**src/rtl/stg_pkg.sv**
```systemverilog
// Package: shared types and helpers for the staged switch-on delay block.
// Assumes selector codes are two bits wide; code 2'b11 is invalid.
package stg_pkg;

    typedef enum logic [1:0] {
        POS_ZERO = 2'd0,
        POS_ONE  = 2'd1,
        POS_TWO  = 2'd2
    } stg_pos_e;

    typedef enum logic [1:0] {
        ST_OFF  = 2'd0,
        ST_ONE  = 2'd1,
        ST_WAIT = 2'd2,
        ST_BOTH = 2'd3
    } stg_state_e;

    // Map a raw selector code onto a position; the invalid code reads as zero.
    function automatic stg_pos_e decode_pos(input logic [1:0] code);
        case (code)
            2'd1:    return POS_ONE;
            2'd2:    return POS_TWO;
            default: return POS_ZERO;
        endcase
    endfunction

endpackage

```
**src/rtl/stg_sel_decode.sv**
```systemverilog
// Selector decoder: turns a raw 2-bit code into a position and registers a
// one-cycle error flag for each sampled invalid code.
// Assumes the code is already debounced and synchronous to clk.
module stg_sel_decode
    import stg_pkg::*;
(
    input  logic       clk,
    input  logic       rst_n,
    input  logic [1:0] code_i,
    output stg_pos_e   pos_o,
    output logic       err_o
);

    // Combinational position decode.
    always_comb pos_o = decode_pos(code_i);

    // Register the invalid-code flag for exactly the cycle after the sample.
    always_ff @(posedge clk) begin
        if (!rst_n) err_o <= 1'b0;
        else        err_o <= (code_i == 2'd3);
    end

    a_r9_err_flag: assert property (@(posedge clk) disable iff (!rst_n)
        (code_i == 2'd3) |=> err_o);
    a_r9_err_clear: assert property (@(posedge clk) disable iff (!rst_n)
        (code_i != 2'd3) |=> !err_o);

endmodule

```
**src/rtl/stg_delay_timer.sv**
```systemverilog
// Down-counter for one channel's switch-on delay.
// Assumes load and clear are never requested together with a count step that
// must survive; clear wins over load, and load wins over a count step.
module stg_delay_timer #(
    parameter int W = 16
) (
    input  logic         clk,
    input  logic         rst_n,
    input  logic         clear_i,
    input  logic         load_i,
    input  logic [W-1:0] load_val_i,
    input  logic         step_i,
    output logic         expire_o
);

    logic [W-1:0] cnt_q;

    // Hold, reload or decrement the remaining tick count.
    always_ff @(posedge clk) begin
        if (!rst_n)                     cnt_q <= '0;
        else if (clear_i)               cnt_q <= '0;
        else if (load_i)                cnt_q <= load_val_i;
        else if (step_i && cnt_q != '0) cnt_q <= cnt_q - 1'b1;
    end

    // Expiry: the last remaining tick is consumed this cycle.
    always_comb expire_o = step_i && (cnt_q == W'(1));

    a_r11_count_holds: assert property (@(posedge clk) disable iff (!rst_n)
        (!clear_i && !load_i && !step_i) |=> $stable(cnt_q));
    a_r7_reload: assert property (@(posedge clk) disable iff (!rst_n)
        (load_i && !clear_i) |=> (cnt_q == $past(load_val_i)));

endmodule

```
**src/rtl/stg_channel.sv**
```systemverilog
// One channel: decodes the selector and runs the four-state sequence
// off -> primary -> waiting -> both. The delay value is taken only when a
// delay starts. Assumes delay_i is the stored register value.
module stg_channel
    import stg_pkg::*;
#(
    parameter int W = 16
) (
    input  logic         clk,
    input  logic         rst_n,
    input  logic         tick_i,
    input  logic [1:0]   code_i,
    input  logic [W-1:0] delay_i,
    output logic         pri_o,
    output logic         sec_o,
    output logic         busy_o,
    output logic         err_o
);

    stg_pos_e   pos;
    stg_state_e state_q, state_d;
    logic       start, expire, step;

    stg_sel_decode u_dec (
        .clk    (clk),
        .rst_n  (rst_n),
        .code_i (code_i),
        .pos_o  (pos),
        .err_o  (err_o)
    );

    // A delay starts when position 2 is reached from off or stage one.
    always_comb start = (pos == POS_TWO) && (state_q == ST_OFF || state_q == ST_ONE);
    // Ticks count only while waiting and the selector still holds position 2.
    always_comb step  = tick_i && (state_q == ST_WAIT) && (pos == POS_TWO);

    stg_delay_timer #(.W(W)) u_tmr (
        .clk        (clk),
        .rst_n      (rst_n),
        .clear_i    (pos != POS_TWO),
        .load_i     (start),
        .load_val_i (delay_i),
        .step_i     (step),
        .expire_o   (expire)
    );

    // Next-state selection from the sampled position.
    always_comb begin
        state_d = state_q;
        case (pos)
            POS_ZERO: state_d = ST_OFF;
            POS_ONE:  state_d = ST_ONE;
            default: begin
                if (start)       state_d = (delay_i == '0) ? ST_BOTH : ST_WAIT;
                else if (expire) state_d = ST_BOTH;
            end
        endcase
    end

    // State register.
    always_ff @(posedge clk) begin
        if (!rst_n) state_q <= ST_OFF;
        else        state_q <= state_d;
    end

    // Output decode from the registered state.
    always_comb begin
        pri_o  = (state_q != ST_OFF);
        sec_o  = (state_q == ST_BOTH);
        busy_o = (state_q == ST_WAIT);
    end

    a_r5_zero_clears: assert property (@(posedge clk) disable iff (!rst_n)
        (pos == POS_ZERO) |=> (!pri_o && !sec_o && !busy_o));
    a_r2_stage_one: assert property (@(posedge clk) disable iff (!rst_n)
        (pos == POS_ONE) |=> (pri_o && !sec_o && !busy_o));
    a_r3_sec_needs_two: assert property (@(posedge clk) disable iff (!rst_n)
        $rose(sec_o) |-> ($past(pos) == POS_TWO));
    a_r3_sec_implies_pri: assert property (@(posedge clk) disable iff (!rst_n)
        sec_o |-> (pri_o && !busy_o));
    a_r8_zero_delay: assert property (@(posedge clk) disable iff (!rst_n)
        (start && delay_i == '0) |=> (sec_o && pri_o));
    a_r7_start_busy: assert property (@(posedge clk) disable iff (!rst_n)
        (start && delay_i != '0) |=> (busy_o && !sec_o));

endmodule

```
**src/rtl/stg_regfile.sv**
```systemverilog
// Delay register file: one W-bit register per channel, single write port,
// combinational readback. Assumes addresses are always below N.
module stg_regfile #(
    parameter int N  = 4,
    parameter int W  = 16,
    parameter int AW = (N > 1) ? $clog2(N) : 1
) (
    input  logic                clk,
    input  logic                rst_n,
    input  logic                wr_en_i,
    input  logic [AW-1:0]       wr_addr_i,
    input  logic [W-1:0]        wr_data_i,
    input  logic [AW-1:0]       rd_addr_i,
    output logic [W-1:0]        rd_data_o,
    output logic [N-1:0][W-1:0] regs_o
);

    logic [N-1:0][W-1:0] regs_q;

    // One register per channel, each with its own address match.
    for (genvar g = 0; g < N; g++) begin : g_reg
        always_ff @(posedge clk) begin
            if (!rst_n)                                  regs_q[g] <= '0;
            else if (wr_en_i && wr_addr_i == AW'(g))     regs_q[g] <= wr_data_i;
        end
    end

    // Readback mux and flat view for the channels.
    always_comb begin
        rd_data_o = regs_q[rd_addr_i];
        regs_o    = regs_q;
    end

    a_r10_write_lands: assert property (@(posedge clk) disable iff (!rst_n)
        wr_en_i |=> (regs_q[$past(wr_addr_i)] == $past(wr_data_i)));
    a_r10_idle_stable: assert property (@(posedge clk) disable iff (!rst_n)
        !wr_en_i |=> $stable(regs_q));

endmodule

```
**src/rtl/stage_delay_switch.sv**
```systemverilog
// Top: N independent staged switch-on delay channels that share a timebase
// tick and a delay register file. Assumes sel is debounced and synchronous.
module stage_delay_switch
    import stg_pkg::*;
#(
    parameter int NUM_CH = 4,
    parameter int DLY_W  = 16,
    localparam int AW    = (NUM_CH > 1) ? $clog2(NUM_CH) : 1
) (
    input  logic                clk,
    input  logic                rst_n,
    input  logic                tick,
    input  logic [2*NUM_CH-1:0] sel,
    input  logic                wr_en,
    input  logic [AW-1:0]       wr_addr,
    input  logic [DLY_W-1:0]    wr_data,
    input  logic [AW-1:0]       rd_addr,
    output logic [DLY_W-1:0]    rd_data,
    output logic [NUM_CH-1:0]   out_pri,
    output logic [NUM_CH-1:0]   out_sec,
    output logic [NUM_CH-1:0]   busy,
    output logic [NUM_CH-1:0]   sel_err
);

    logic [NUM_CH-1:0][DLY_W-1:0] dly;

    stg_regfile #(.N(NUM_CH), .W(DLY_W), .AW(AW)) u_regs (
        .clk       (clk),
        .rst_n     (rst_n),
        .wr_en_i   (wr_en),
        .wr_addr_i (wr_addr),
        .wr_data_i (wr_data),
        .rd_addr_i (rd_addr),
        .rd_data_o (rd_data),
        .regs_o    (dly)
    );

    // One channel per selector pair.
    for (genvar g = 0; g < NUM_CH; g++) begin : g_ch
        stg_channel #(.W(DLY_W)) u_ch (
            .clk     (clk),
            .rst_n   (rst_n),
            .tick_i  (tick),
            .code_i  (sel[2*g +: 2]),
            .delay_i (dly[g]),
            .pri_o   (out_pri[g]),
            .sec_o   (out_sec[g]),
            .busy_o  (busy[g]),
            .err_o   (sel_err[g])
        );
    end

    a_r1_reset_quiet: assert property (@(posedge clk)
        !rst_n |=> (out_pri == '0 && out_sec == '0 && busy == '0 && sel_err == '0));

endmodule

```
**config.mk**
```make
export PLATFORM = sky130hd
export DESIGN_NAME = stage_delay_switch
export DESIGN_NICKNAME = d
export VERILOG_FILES = /design/src/rtl/stg_pkg.sv /design/src/rtl/stg_sel_decode.sv /design/src/rtl/stg_delay_timer.sv /design/src/rtl/stg_channel.sv /design/src/rtl/stg_regfile.sv /design/src/rtl/stage_delay_switch.sv
export SDC_FILE = /design/constraint.sdc
export NUM_CORES = 1
export LEC_CHECK = 0
export BUFFER_PORTS_ARGS = -buffer_cell sky130_fd_sc_hd__buf_2
export CORE_UTILIZATION = 47
export CTS_BUF_LIST = sky130_fd_sc_hd__clkbuf_16
export DETAILED_ROUTE_END_ITERATION = 8
export PLACE_DENSITY = 0.65
export SLEW_MARGIN = 20
export SYNTH_ARGS = -nofsm -noshare
export SYNTH_HDL_FRONTEND = slang
export SYNTH_SLANG_ARGS = --single-unit
```
**constraint.sdc**
```tcl
create_clock -name clk -period 6.1 [get_ports clk]
set_input_delay 1.22 -clock clk [delete_from_list [all_inputs] [get_ports clk]]
set_output_delay 1.22 -clock clk [all_outputs]
set_load 0.01 [all_outputs]
```
**Word level (Yosys, flattened, before mapping)**

Index checks and enable logic that the tools add are counted.

- Memories: 0
- Register bits after elaboration: 140
- Input bits: 32
- Bits in latches: 0
- RAM bits: 0
- Output and inout port bits: 32
- ROM bits: 0

- $mul: 0
- Bitwise gates (word level): 1
- $lt $le $gt $ge: 1
- Add/sub/neg operators: 4
- Mux-type cells: 30
- Reduce and logical (&&, ||, !) cells: 61
- Shift-type cells: 0
- Eq/ne operators: 43
- Div/mod/pow operators: 0

Operator list:

| operator | count |
|---|---|
| two-way mux 16 bit | 9 |
| == test 16 x 1 -> 1 bit, second input constant | 4 |
| logical NOT 16 bit | 4 |
| nonzero test 16 bit | 4 |
| subtractor 16 x 1 -> 16 bit, second input constant | 4 |
| == test 2 bit, second input constant | 22 |
| binary-select mux 16 bit (select 2 bit) | 1 |
| one-hot mux 2 bit (2 select lines) | 8 |
| == test 2 x 1 -> 1 bit, second input constant | 13 |
| logical AND 1 bit | 24 |
| logical NOT 2 bit | 9 |
| two-way mux 2 bit | 8 |
| nonzero test 2 bit | 8 |
| nonzero test 4 bit | 4 |
| != test 2 bit, second input constant | 4 |
| OR reduction 2 bit | 4 |
| logical OR 1 bit | 4 |
| two-way mux 1 bit | 4 |
| less-than comparator 2 x 3 -> 1 bit, second input constant | 1 |
| NOT 1 bit | 1 |

**Depth between registers and ports, before layout**

- Depth in word-level cells: 8
- Mapped depth: 8
- Gate-level depth less buffers: 7

**Hierarchy**

A second synthesis with hierarchy kept.

- Cell total of the unflattened synthesis: 836
- Area total of the unflattened synthesis: 7621.1 um^2

By module, submodules not included:

| module | times used | cells an instance | area each (um^2) |
|---|---|---|---|
| stg_delay_timer (g_ch[0].u_ch.u_tmr ...) | 3 | 122 | 983.4 |
| stg_regfile | 1 | 248 | 2824.0 |
| stg_delay_timer (g_ch[3].u_ch.u_tmr) | 1 | 126 | 1001.0 |
| stg_channel | 4 | 20 | 168.9 |
| stg_sel_decode | 4 | 4 | 42.5 |

**Worst setup path before layout**

No wires, ideal clock.

- Path kind: in2out
- Start: input port rd_addr[0]
- End: output port rd_data[10]
- Stages on the path: 3
- Arrival time: 2.723 ns
- Path slack: 2.157 ns
- Cells stage by stage: clkbuf_1 -> buf_1 -> mux4_2

- Word-level cells in the longest chain between the ends: 2

RTL lines:

| what | RTL line | RTL |
|---|---|---|
| start: declaration | stage_delay_switch.sv:17 | `input logic [AW-1:0] rd_addr,` |
| binary-select mux 16 bit (select 2 bit) | stg_regfile.sv:30 | `rd_data_o = regs_q[rd_addr_i];` |
| two-way mux 16 bit (implied by the code) | stg_regfile.sv:30 |  |
| end: declaration | stage_delay_switch.sv:18 | `output logic [DLY_W-1:0] rd_data,` |

Every way passes these cells. The select of a mux whose other input is x is not followed.

**Worst setup path in the final report**

- Start: input port rd_addr[0]
- End: output port rd_data[14]

Same word-level chain as after synthesis.

==> flow_summary.json <==
{
  "antenna_found_initial": 0,
  "hold_buffers": 0,
  "ctsHtreeMaxLevel": 4,
  "nNetsFinal": 956,
  "grt_pass1_wl_um": 34400,
  "clock.fmax_mhz": 274,
  "drt-initial-drc-count": 715,
  "clk_pin_slew_ns": 0.06,
  "async_reset_ff_frac": 0,
  "cts_sinks": 140,
  "clock_latency_ns": 0.42,
  "maxSlewViolCount": 0,
  "synth_flop_cell": "dfxtp_1",
  "grt-ovfl-total": 0,
  "fin_util": 0.542,
  "chipHeight_um": 128,
  "final_layout_size_suffix_gt1_frac": 0.161,
  "die_w_um": 128,
  "ant_nets": 0,
  "synth.avg_cell_area_sq_um": 8.38,
  "cts_buffers": 17,
  "crit_type": "in -> out",
  "synth_cell_types": 77,
  "portBuffers": 63,
  "grt_usage": 0.273,
  "critical_path_required_ns": 4.88,
  "slew_headroom": 0.291,
  "firstDrtPassIters": 5,
  "yosysSeqAreaShare": 0.374,
  "synthCells": 894,
  "row_count": 45,
  "startpoint_type": "input port",
  "grt_pass1_vias": 6134,
  "status": "completed",
  "clockRootBuffer": "clkbuf_16",
  "worst_clock_skew_ns": 0.00477,
  "ys_seq_elements": 140,
  "ir_drop_mv": 0.204,
  "area_delta_synth_final_pct": 11.1,
  "synth_nets": 934,
  "num-fill-cells": 1422,
  "end_kind": "output port",
  "period_minus_slack_ns": 3.64,
  "core_sq_mm": 0.0154,
  "comb_power_share": 0.089,
  "multi_input_area_sq_mm": 0.00435,
  "vias_per_cell": 6.06,
  "final-setup-viol-count": 0,
  "cp_data_arrival_time_ns": 2.42,
  "antennaDiodeCount": 0,
  "worstMarginPinSlew_ns": 1.06,
  "leakage_uw": 0.00294,
  "power_frac_seq": 0.465,
  "cts.path.max_buffers": 2,
  "switching_share": 0.253,
  "p_switching_uw": 524,
  "synth_edf_count": 0,
  "finalWirelength_um": 21900,
  "cts_resized": 0,
  "mappedNetlistArea_sq_mm": 0.00749,
  "drv_cap": 0,
  "floorplan.initialDensity": 0.488,
  "powerDensity_mw_per_mm2": 249,
  "internal_power_uw": 1550,
  "gp_congestion": 0.897,
  "cts_tree": "built",
  "drc": 0,
  "io_pins": 64,
  "pwr-share-clk": 0.446,
  "fin_crit_sh": 0.597,
  "grt_max_degree": 42,
  "cp_max_fo": 16,
  "num_vias": 6901,
  "yosysWarnings": 0,
  "worstHoldStart": "g_ch[2].u_ch.u_tmr.cnt_q[6]",
  "cp-startpoint": "rd_addr[0]",
  "rsz0062_at_grt": "no",
  "regArea_sq_mm": 0.00280,
  "worstHoldPathType": "reg -> reg",
  "dpl.hpwl_um": 15800,
  "fin_setup_tns_ns": 0,
  "post_drt_wl_per_cell_um": 19.2,
  "r2r-start": "g_ch[2].u_ch.u_tmr.cnt_q[0]",
  "hold_viol": 0,
  "die_area_sq_mm": 0.0165,
  "post_cts_buffers": 0
}
==> kinds of logic after synthesis <==
family                   synth area share
AND/OR/NAND/NOR                     0.276
AO/OA/AOI/OAI                       0.228
flip-flops                          0.374
buffers and inverters              0.0482
multiplexers                       0.0581
adder cells (fa/ha/maj)            0.0134
XOR/XNOR                          0.00234
==> path summary, 6_finish.rpt <==
kind / end / slack [ns] / depth (start not counted)
setup / recovery: rd_data[14] / 2.46 / 3
hold reg to reg: g_ch[2].u_ch.u_tmr.cnt_q[6] / 0.50 / 2
setup reg to reg: g_ch[2].u_ch.u_tmr.cnt_q[11] / 3.75 / 7
hold / removal: g_ch[2].u_ch.u_tmr.cnt_q[6] / 0.50 / 2
==> flip-flops by register name, indices dropped and copies added, names as in the netlist <==
signal	count
g_ch.u_ch.u_tmr.cnt_q	64
u_regs.regs_o	64
g_ch.u_ch.state_q	8
g_ch.u_ch.u_dec.err_o	4
==> placed cells by master (no fill, tap or decap), types with 13 or more instances in the layout <==
cell / netlist / final
buf_2: 1 / 63
nor4_1: 28 / 28
a21boi_0: 65 / 65
or2_2: 13 / 13
a21oi_1: 30 / 30
o21ai_0: 18 / 18
or3_1: 21 / 21
mux4_2: 16 / 16
o211ai_1: 20 / 20
nor2_1: 31 / 30
nand2_1: 192 / 192
a31oi_1: 24 / 24
nor3_1: 17 / 17
inv_1: 19 / 22
clkbuf_16: 0 / 17
nand3_1: 17 / 17
dfxtp_1: 140 / 140
==> power by group through the flow <==
stage	logic [uW]	registers [uW]	clock network, uW
global placement	182	984	0
CTS	183	963	936
detailed placement	182	983	0
global route	201	966	979
floorplan	132	968	0
finish	185	964	925
==> critical path, cell delays in order <==
cell and delay [ns]:
buf_2 0.45, mux4_2 0.58, buf_2 0.15
==> layout make-up <==
type	count	share of cell area
Clock inverter	13	0.0107
Timing Repair Buffer	64	0.0388
Clock buffer	17	0.0511
Multi-Input combinational cell	674	0.522
Tap cell	211	0.0317
Inverter	19	0.00857
Sequential cell	140	0.337
==> per-stage QoR <==
step / hold WS [ns] / cell area [sq um] / std cells / worst slack (ns) / total power (uW)
2_1_floorplan: 0.452 / 7490 / 894 / 2.16 / 1100
3_3_place_gp: 0.473 / 7800 / 1108 / 2.41 / 1170
3_5_place_dp: 0.477 / 7800 / 1108 / 2.41 / 1170
4_1_cts: 0.487 / 8320 / 1138 / 2.41 / 2080
5_1_grt: 0.525 / 8320 / 1138 / 2.37 / 2150
6_report: 0.495 / 8320 / 1138 / 2.46 / 2070
==> routing by layer <==
metal | up-vias | routed length [um] | GRT usage
met3 | 34 | 1210 | 0.0513
li1 | 3331 | - | -
met2 | 195 | 10100 | 0.431
met5 | - | 0 | 0
met4 | 0 | 448 | 0.0865
met1 | 3341 | 10100 | 0.375
==> Yosys cell counts (3+ instances only) <==
master,n,area (sq um)
nand2_1,192,721
dfxtp_1,140,2800
a21boi_0,65,488
clkbuf_1,42,158
nor2_1,31,116
a21oi_1,30,150
nor4_1,28,175
a31oi_1,24,150
or3_1,21,131
o211ai_1,20,150
inv_1,19,71.3
o21ai_0,18,90.1
nand3_1,17,85.1
nor3_1,17,85.1
buf_4,16,120
mux4_2,16,360
or2_2,13,81.3
nor2b_1,12,75.1
nand4_1,11,68.8
a211oi_1,9,67.6
a22oi_1,9,67.6
and2_1,9,56.3
or4_1,9,67.6
and3_1,8,50.1
ha_1,8,100
nand2b_1,7,43.8
a32oi_1,6,52.6
nor3b_1,6,45.0
o311ai_0,6,52.6
nor4_2,5,62.6
a21o_1,4,30.0
a41o_1,4,40.0
o21a_1,4,30.0
o22ai_1,4,25.0
mux2_2,3,33.8
mux2i_1,3,30.0
o2bb2a_1,3,30.0
o31a_1,3,26.3
or3b_2,3,26.3
Power figures use the tool's default switching activity.
